## config.mk

```make
export PLATFORM = sky130hd
export DESIGN_NAME = biquad_cascade
export DESIGN_NICKNAME = d
export VERILOG_FILES = /design/src/rtl/biquad_pkg.sv /design/src/rtl/biquad_coef_store.sv /design/src/rtl/biquad_state_store.sv /design/src/rtl/biquad_mac.sv /design/src/rtl/biquad_seq.sv /design/src/rtl/biquad_cascade.sv
export SDC_FILE = /design/constraint.sdc
export NUM_CORES = 2
export LEC_CHECK = 0
export BUFFER_PORTS_ARGS = -buffer_cell sky130_fd_sc_hd__buf_2
export CORE_AREA = 2 2 368 370
export CTS_CLUSTER_DIAMETER = 80
export DETAILED_ROUTE_END_ITERATION = 8
export DIE_AREA = 0 0 370 372
export PLACE_DENSITY = 0.79
export SLEW_MARGIN = 10
export SYNTH_ARGS = -nofsm -noshare
export SYNTH_HDL_FRONTEND = slang
export SYNTH_SLANG_ARGS = --single-unit
```

## constraint.sdc

```tcl
create_clock -name clk -period 82 [get_ports clk]
set_input_delay 16.4 -clock clk [delete_from_list [all_inputs] [get_ports clk]]
set_output_delay 16.4 -clock clk [all_outputs]
set_load 0.01 [all_outputs]
```

## src/rtl/biquad_pkg.sv

```systemverilog
package biquad_pkg;
  localparam int TAP_W    = 3;
  localparam int NUM_TAPS = 5;
  localparam logic [TAP_W-1:0] TAP_B0    = 3'd0;
  localparam logic [TAP_W-1:0] TAP_B1    = 3'd1;
  localparam logic [TAP_W-1:0] TAP_B2    = 3'd2;
  localparam logic [TAP_W-1:0] TAP_A1    = 3'd3;
  localparam logic [TAP_W-1:0] TAP_A2    = 3'd4;
  localparam logic [TAP_W-1:0] TAP_COUNT = 3'd5;

  typedef enum logic [1:0] {
    SEQ_IDLE = 2'd0,
    SEQ_MAC  = 2'd1,
    SEQ_WB   = 2'd2
  } seq_state_e;
endpackage

```

## src/rtl/biquad_coef_store.sv

```systemverilog
module biquad_coef_store
  import biquad_pkg::*;
#(
  parameter int MAX_SEC = 8,
  parameter int COEF_W  = 16,
  parameter int SEC_W   = 3,
  parameter int CNT_W   = 4
) (
  input  logic              clk,
  input  logic              rst_n,
  input  logic              wr_en,
  input  logic [SEC_W-1:0]  wr_sec,
  input  logic [TAP_W-1:0]  wr_tap,
  input  logic [COEF_W-1:0] wr_data,
  input  logic [SEC_W-1:0]  rd_sec,
  input  logic [TAP_W-1:0]  rd_tap,
  output logic [COEF_W-1:0] rd_coef,
  output logic [CNT_W-1:0]  active_cnt
);
  localparam int FLAT_W = MAX_SEC * NUM_TAPS * COEF_W;

  logic [FLAT_W-1:0] coef_flat;
  logic              cnt_hit;

  for (genvar s = 0; s < MAX_SEC; s++) begin : g_sec
    for (genvar t = 0; t < NUM_TAPS; t++) begin : g_tap
      logic              hit;
      logic [COEF_W-1:0] coef_q;
      assign hit = wr_en && (wr_sec == SEC_W'(s)) && (wr_tap == TAP_W'(t));
      always_ff @(posedge clk or negedge rst_n) begin
        if (!rst_n)   coef_q <= '0;
        else if (hit) coef_q <= wr_data;
      end
      assign coef_flat[(s*NUM_TAPS+t)*COEF_W +: COEF_W] = coef_q;
    end
  end

  always_comb begin
    rd_coef = '0;
    if (rd_tap < TAP_W'(NUM_TAPS))
      rd_coef = coef_flat[(int'(rd_sec)*NUM_TAPS + int'(rd_tap))*COEF_W +: COEF_W];
  end

  // section count: only a legal value is taken
  assign cnt_hit = wr_en && (wr_tap == TAP_COUNT) &&
                   (wr_data >= COEF_W'(1)) && (wr_data <= COEF_W'(MAX_SEC));

  always_ff @(posedge clk or negedge rst_n) begin
    if (!rst_n)       active_cnt <= CNT_W'(1);
    else if (cnt_hit) active_cnt <= wr_data[CNT_W-1:0];
  end
endmodule

```

## src/rtl/biquad_state_store.sv

```systemverilog
module biquad_state_store #(
  parameter int MAX_SEC = 8,
  parameter int DATA_W  = 16,
  parameter int SEC_W   = 3
) (
  input  logic              clk,
  input  logic              rst_n,
  input  logic              clr,
  input  logic              upd,
  input  logic [SEC_W-1:0]  sec,
  input  logic [DATA_W-1:0] x_new,
  input  logic [DATA_W-1:0] y_new,
  output logic [DATA_W-1:0] x1,
  output logic [DATA_W-1:0] x2,
  output logic [DATA_W-1:0] y1,
  output logic [DATA_W-1:0] y2
);
  localparam int FLAT_W = MAX_SEC * DATA_W;

  logic [FLAT_W-1:0] x1_flat, x2_flat, y1_flat, y2_flat;

  for (genvar s = 0; s < MAX_SEC; s++) begin : g_sec
    logic [DATA_W-1:0] x1_q, x2_q, y1_q, y2_q;
    logic              en;
    assign en = upd && (sec == SEC_W'(s));
    always_ff @(posedge clk or negedge rst_n) begin
      if (!rst_n) begin
        x1_q <= '0; x2_q <= '0; y1_q <= '0; y2_q <= '0;
      end else if (clr) begin
        x1_q <= '0; x2_q <= '0; y1_q <= '0; y2_q <= '0;
      end else if (en) begin
        x2_q <= x1_q;
        x1_q <= x_new;
        y2_q <= y1_q;
        y1_q <= y_new;
      end
    end
    assign x1_flat[s*DATA_W +: DATA_W] = x1_q;
    assign x2_flat[s*DATA_W +: DATA_W] = x2_q;
    assign y1_flat[s*DATA_W +: DATA_W] = y1_q;
    assign y2_flat[s*DATA_W +: DATA_W] = y2_q;
  end

  assign x1 = x1_flat[int'(sec)*DATA_W +: DATA_W];
  assign x2 = x2_flat[int'(sec)*DATA_W +: DATA_W];
  assign y1 = y1_flat[int'(sec)*DATA_W +: DATA_W];
  assign y2 = y2_flat[int'(sec)*DATA_W +: DATA_W];
endmodule

```

## src/rtl/biquad_mac.sv

```systemverilog
module biquad_mac #(
  parameter int DATA_W = 16,
  parameter int COEF_W = 16,
  parameter int ACC_W  = 40,
  parameter int FRAC   = 14
) (
  input  logic              clk,
  input  logic              rst_n,
  input  logic              acc_clr,
  input  logic              acc_en,
  input  logic              acc_sub,
  input  logic [DATA_W-1:0] opnd,
  input  logic [COEF_W-1:0] coef,
  output logic [DATA_W-1:0] y_sat
);
  localparam int PROD_W = DATA_W + COEF_W;
  localparam logic signed [ACC_W-1:0] HALF = ACC_W'(1) << (FRAC - 1);
  localparam logic signed [ACC_W-1:0] YMAX =
    {{(ACC_W-DATA_W+1){1'b0}}, {(DATA_W-1){1'b1}}};
  localparam logic signed [ACC_W-1:0] YMIN =
    {{(ACC_W-DATA_W+1){1'b1}}, {(DATA_W-1){1'b0}}};

  logic signed [PROD_W-1:0] prod;
  logic signed [ACC_W-1:0]  prod_ext, acc_d, acc_q, rnd, shf;

  assign prod     = $signed(opnd) * $signed(coef);
  assign prod_ext = {{(ACC_W-PROD_W){prod[PROD_W-1]}}, prod};

  always_comb begin
    acc_d = acc_q;
    if (acc_clr)     acc_d = '0;
    else if (acc_en) acc_d = acc_sub ? (acc_q - prod_ext) : (acc_q + prod_ext);
  end

  always_ff @(posedge clk or negedge rst_n) begin
    if (!rst_n) acc_q <= '0;
    else        acc_q <= acc_d;
  end

  // round half up, then clamp to the sample range
  assign rnd = acc_q + HALF;
  assign shf = rnd >>> FRAC;

  always_comb begin
    if (shf > YMAX)      y_sat = YMAX[DATA_W-1:0];
    else if (shf < YMIN) y_sat = YMIN[DATA_W-1:0];
    else                 y_sat = shf[DATA_W-1:0];
  end
endmodule

```

## src/rtl/biquad_seq.sv

```systemverilog
module biquad_seq
  import biquad_pkg::*;
#(
  parameter int DATA_W = 16,
  parameter int SEC_W  = 3,
  parameter int CNT_W  = 4
) (
  input  logic              clk,
  input  logic              rst_n,
  input  logic              clr,
  input  logic              in_valid,
  input  logic [DATA_W-1:0] in_data,
  input  logic [CNT_W-1:0]  active_cnt,
  input  logic [DATA_W-1:0] y_sat,
  output logic              busy,
  output logic              mac_clr,
  output logic              mac_en,
  output logic              mac_sub,
  output logic              st_upd,
  output logic [SEC_W-1:0]  sec,
  output logic [TAP_W-1:0]  tap,
  output logic [DATA_W-1:0] cur_x,
  output logic              out_valid,
  output logic [DATA_W-1:0] out_data,
  output logic              overrun
);
  seq_state_e        state_q, state_d;
  logic [SEC_W-1:0]  sec_q, sec_d;
  logic [TAP_W-1:0]  tap_q, tap_d;
  logic [DATA_W-1:0] curx_q, curx_d, outd_q, outd_d;
  logic              outv_q, outv_d, ovr_q, ovr_d;
  logic              last_sec;

  assign last_sec = (CNT_W'(sec_q) + CNT_W'(1)) == active_cnt;

  always_comb begin
    state_d = state_q;
    sec_d   = sec_q;
    tap_d   = tap_q;
    curx_d  = curx_q;
    outd_d  = outd_q;
    outv_d  = 1'b0;
    ovr_d   = 1'b0;
    mac_clr = 1'b0;
    mac_en  = 1'b0;
    st_upd  = 1'b0;
    case (state_q)
      SEQ_IDLE: begin
        if (in_valid) begin
          curx_d  = in_data;
          sec_d   = '0;
          tap_d   = TAP_B0;
          mac_clr = 1'b1;
          state_d = SEQ_MAC;
        end
      end
      SEQ_MAC: begin
        mac_en = 1'b1;
        if (tap_q == TAP_A2) state_d = SEQ_WB;
        else                 tap_d   = tap_q + 1'b1;
      end
      SEQ_WB: begin
        st_upd = 1'b1;
        curx_d = y_sat;
        if (last_sec) begin
          outv_d  = 1'b1;
          outd_d  = y_sat;
          state_d = SEQ_IDLE;
        end else begin
          sec_d   = sec_q + 1'b1;
          tap_d   = TAP_B0;
          mac_clr = 1'b1;
          state_d = SEQ_MAC;
        end
      end
      default: state_d = SEQ_IDLE;
    endcase
    if ((state_q != SEQ_IDLE) && in_valid) ovr_d = 1'b1;
    if (clr) begin
      state_d = SEQ_IDLE;
      mac_en  = 1'b0;
      mac_clr = 1'b1;
      st_upd  = 1'b0;
      outv_d  = 1'b0;
      ovr_d   = 1'b0;
    end
  end

  always_ff @(posedge clk or negedge rst_n) begin
    if (!rst_n) begin
      state_q <= SEQ_IDLE;
      sec_q   <= '0;
      tap_q   <= '0;
      curx_q  <= '0;
      outd_q  <= '0;
      outv_q  <= 1'b0;
      ovr_q   <= 1'b0;
    end else begin
      state_q <= state_d;
      sec_q   <= sec_d;
      tap_q   <= tap_d;
      curx_q  <= curx_d;
      outd_q  <= outd_d;
      outv_q  <= outv_d;
      ovr_q   <= ovr_d;
    end
  end

  assign busy      = (state_q != SEQ_IDLE);
  assign mac_sub   = (tap_q == TAP_A1) || (tap_q == TAP_A2);
  assign sec       = sec_q;
  assign tap       = tap_q;
  assign cur_x     = curx_q;
  assign out_valid = outv_q;
  assign out_data  = outd_q;
  assign overrun   = ovr_q;
endmodule

```

## src/rtl/biquad_cascade.sv

```systemverilog
module biquad_cascade
  import biquad_pkg::*;
#(
  parameter int MAX_SEC = 8,
  parameter int DATA_W  = 16,
  parameter int COEF_W  = 16,
  parameter int FRAC    = 14,
  parameter int ACC_W   = 40,
  localparam int SEC_W  = (MAX_SEC > 1) ? $clog2(MAX_SEC) : 1,
  localparam int CNT_W  = $clog2(MAX_SEC + 1),
  localparam int ADDR_W = SEC_W + TAP_W
) (
  input  logic              clk,
  input  logic              rst_n,
  input  logic              clr,
  input  logic              cfg_we,
  input  logic [ADDR_W-1:0] cfg_addr,
  input  logic [COEF_W-1:0] cfg_data,
  input  logic              in_valid,
  input  logic [DATA_W-1:0] in_data,
  output logic              busy,
  output logic              out_valid,
  output logic [DATA_W-1:0] out_data,
  output logic              overrun
);
  logic [1:0]        rst_pipe;
  logic              rst_core_n;
  logic [CNT_W-1:0]  active_cnt;
  logic [COEF_W-1:0] coef;
  logic [DATA_W-1:0] x1, x2, y1, y2, cur_x, y_sat;
  logic [DATA_W-1:0] opnd;
  logic [SEC_W-1:0]  sec;
  logic [TAP_W-1:0]  tap;
  logic              mac_clr, mac_en, mac_sub, st_upd;

  // asynchronous assert, synchronous release
  always_ff @(posedge clk or negedge rst_n) begin
    if (!rst_n) rst_pipe <= 2'b00;
    else        rst_pipe <= {rst_pipe[0], 1'b1};
  end
  assign rst_core_n = rst_pipe[1];

  biquad_coef_store #(
    .MAX_SEC(MAX_SEC), .COEF_W(COEF_W), .SEC_W(SEC_W), .CNT_W(CNT_W)
  ) u_coef (
    .clk       (clk),
    .rst_n     (rst_core_n),
    .wr_en     (cfg_we),
    .wr_sec    (cfg_addr[ADDR_W-1:TAP_W]),
    .wr_tap    (cfg_addr[TAP_W-1:0]),
    .wr_data   (cfg_data),
    .rd_sec    (sec),
    .rd_tap    (tap),
    .rd_coef   (coef),
    .active_cnt(active_cnt)
  );

  biquad_state_store #(
    .MAX_SEC(MAX_SEC), .DATA_W(DATA_W), .SEC_W(SEC_W)
  ) u_state (
    .clk  (clk),
    .rst_n(rst_core_n),
    .clr  (clr),
    .upd  (st_upd),
    .sec  (sec),
    .x_new(cur_x),
    .y_new(y_sat),
    .x1   (x1),
    .x2   (x2),
    .y1   (y1),
    .y2   (y2)
  );

  always_comb begin
    case (tap)
      TAP_B0:  opnd = cur_x;
      TAP_B1:  opnd = x1;
      TAP_B2:  opnd = x2;
      TAP_A1:  opnd = y1;
      TAP_A2:  opnd = y2;
      default: opnd = '0;
    endcase
  end

  biquad_mac #(
    .DATA_W(DATA_W), .COEF_W(COEF_W), .ACC_W(ACC_W), .FRAC(FRAC)
  ) u_mac (
    .clk    (clk),
    .rst_n  (rst_core_n),
    .acc_clr(mac_clr),
    .acc_en (mac_en),
    .acc_sub(mac_sub),
    .opnd   (opnd),
    .coef   (coef),
    .y_sat  (y_sat)
  );

  biquad_seq #(
    .DATA_W(DATA_W), .SEC_W(SEC_W), .CNT_W(CNT_W)
  ) u_seq (
    .clk       (clk),
    .rst_n     (rst_core_n),
    .clr       (clr),
    .in_valid  (in_valid),
    .in_data   (in_data),
    .active_cnt(active_cnt),
    .y_sat     (y_sat),
    .busy      (busy),
    .mac_clr   (mac_clr),
    .mac_en    (mac_en),
    .mac_sub   (mac_sub),
    .st_upd    (st_upd),
    .sec       (sec),
    .tap       (tap),
    .cur_x     (cur_x),
    .out_valid (out_valid),
    .out_data  (out_data),
    .overrun   (overrun)
  );
endmodule

```

==> run summary <==
status: finished clean
Cell variety after synth: 79
clk sinks: 1240
largest net degree at the start of global routing: 189
fraction of layout cells with a size suffix above 1: 0.217
fraction of registers with async set/reset: 1.00
multi-input logic area: 36500 um^2
Die Wd: 370 um
Final Cycle Share: 0.227
sequential element share of the synthesized area: 0.440
sum of negative setup slack: 0 ns
register area: 31000 um^2
Hold Path Cell Cnt: 0
Nets: 6689
I/O pins: 62
critical path capture point type: flip-flop
most frequent cell after synthesis: dfrtp_1
Synth top cells by count: dfrtp_1 (1239), nand2_1 (1018), mux2_2 (645)
CTS Hold Bufs: 0
worst-case reg-to-reg path depth: 41
skew final: 0.0358 ns
IO Port Bufs: 61
Ys Warns: 0
Crit Path Class: input pin to flip-flop
Synth top area share: 0.439
CTS tree: done
syn_nets: 6897
RR Endpoint: u_mac.acc_q[39]
DRC Markers: 0
Max FO, Critical Path: 171
drt wl/cell: 23.1 um
initial antenna violation count: 8
Global Route Usage Sum: 0.275
arrival time at the worst endpoint: 19.30 ns
fill cell count: 10600
final setup vio count: 0
CTS root buf: clkbuf_16
Clock Path Buffers: 3
final slew viol count: 0
vias per cell: 6.30
Post-Syn Area: 70600 um^2
Worst Max-Slew Pin Slew: 1.28 ns
global-route wire length before repair: 297000 um
Routed WL: 187000 um
slew margin rel.: 0.148
drt first-iter violations: 6370
RSZ-0062 raised after global routing: false
Core Box Area: 134000 um^2
post-DP HPWL: 114000 um
vias post-DR: 51200
commonest register cell after synthesis: dfrtp_1
largest cells by area after synthesis: dfrtp_1 (44%), mux2_2 (10%), fa_1 (7.5%), mux4_2 (6.6%), nand2_1 (5.4%)
WP data required: 82.65 ns
number of global-route vias before repair: 52300
ANT nets after route: 0
die area: 138000 um^2
Post-synth EDFFs: 0
drt pass-1 iters: 9
H-tree Lvls: 4
Syn Inst Count: 6447
initial core utilization: 0.526
reg2reg start: u_seq.sec[0]
Avg Inst Size Synth: 10.9 um^2
Post-CTS Setup Bufs: 0
post-synth top area cell: dfrtp_1
end point of the worst hold path: rst_pipe[1]
min-delay src: rst_pipe[0]
number of max-cap violations: 0
worst-skew pair later-pin latency: 0.76 ns
gpl congestion: 0.868
Final Hold Viols: 0
Critical Path Source Type: input pin
Seq cells post-synth: 1240
die height: 372 um
FMAX: 0.0536 GHz
Row Count: 135
Resize count post-CTS: 0
Worst-path clk slew: 0.06 ns
Worst Hold Class: flip-flop to flip-flop
R2R setup slack: 67.11 ns
Area Growth Syn to Fin: 8.60%
total grt overflow: 0
crit path time final: 18.65 ns
cts bufs inserted: 132
==> sequential cells by signal (all words and copies together) (netlist names) <==
register and cells:
u_mac.acc_q 40, u_seq.overrun 1, rst_pipe 2, u_coef.active_cnt 4, u_state.g_sec.y2_q 128, u_state.g_sec.x1_q 128
u_seq.tap 3, u_coef.g_sec.g_tap.coef_q 640, u_seq.sec 3, u_seq.state_q 2, u_seq.out_valid 1, u_seq.cur_x 16
u_state.g_sec.y1_q 128, u_seq.out_data 16, u_state.g_sec.x2_q 128
==> worst max path at each step <==
stage	cells past startpoint	endpoint	startpoint	slack, ns
finish	6	u_state.g_sec[0].x1_q[3]	clr	63.35
global route	6	u_state.g_sec[2].y1_q[1]	clr	63.22
CTS	6	u_state.g_sec[2].y1_q[9]	clr	63.54
detailed placement	6	u_state.g_sec[2].y1_q[15]	clr	62.79
global placement	6	u_state.g_sec[2].y1_q[4]	clr	62.91
floorplan	0	u_coef.active_cnt[1]	rst_pipe[1]	44.88
==> cell type report <==
class	count	share of cell area
clock inverters	49	0.00782
flip-flops and latches	1240	0.405
inverters	314	0.0154
diodes	2	0.0000653
repair buffers	179	0.0166
clock buffers	186	0.0495
multi-input cells	4372	0.477
well taps	1781	0.0291
==> cell families after synthesis <==
family / Yosys count / share of synthesized area
xor gates and xnor gates: 125 / 0.0155
and+or+nand+nor: 2057 / 0.139
DFF: 1240 / 0.440
buffers and inverters: 835 / 0.0450
AOI/OAI and AO/OA: 890 / 0.0865
muxes: 892 / 0.174
other: 1 / 0.0000531
adders and majority gates: 407 / 0.100
==> layer usage <==
metal	track usage	routed length, um
met1	0.360	73900
met2	0.444	89100
met3	0.0543	15900
met4	0.124	8340
met5	0	45
==> worst max-delay path, cell delays in order <==
cell     delay (ns)
buf_8          0.27
nor3_1         0.75
and2_2         0.72
buf_4          0.58
nand2_1        0.18
a21oi_1        0.23
==> through the flow <==
| step | utilization | setup slack (ns) | area [um^2] | std cells | hold WS (ns) |
|---|---|---|---|---|---|
| 2_1_floorplan | - | 44.88 | 70600 | 6447 | 0.331 |
| 5_1_grt | 0.571 | 63.22 | 76700 | 8122 | 0.365 |
| 4_1_cts | 0.571 | 63.54 | 76700 | 8121 | 0.352 |
| 3_3_place_gp | 0.538 | 62.91 | 72300 | 7886 | 0.337 |
| 3_5_place_dp | 0.538 | 62.79 | 72300 | 7886 | 0.339 |
| 6_report | 0.571 | 63.35 | 76700 | 8123 | 0.348 |
==> cell usage in the layout, fill, tap and decap left out, drive strengths merged, types with 8 or more instances in the layout <==
cell	instances
or3	9
a31oi	11
a221oi	26
mux2	645
xnor2	79
a221o	34
fa	265
nand3b	320
a21boi	8
nand3	73
nor2b	29
mux2i	41
xor2	46
nor4	9
nor3	35
o22ai	23
clkinv	28
dfrtp	1239
a211oi	144
nand2b	15
mux4	206
o21a	24
o22a	16
a222oi	82
a21oi	298
and3	19
clkbuf	186
nand4	10
inv	326
o31ai	16
o21ai	95
buf	179
a21o	42
nor3b	25
nand2	1018
nor2	371
o211ai	11
ha	142
and2	19
or2	85
Power is left out: the tool's default activity adds up to more than one toggle a clock period on the data nets, which glitch-free logic cannot reach.
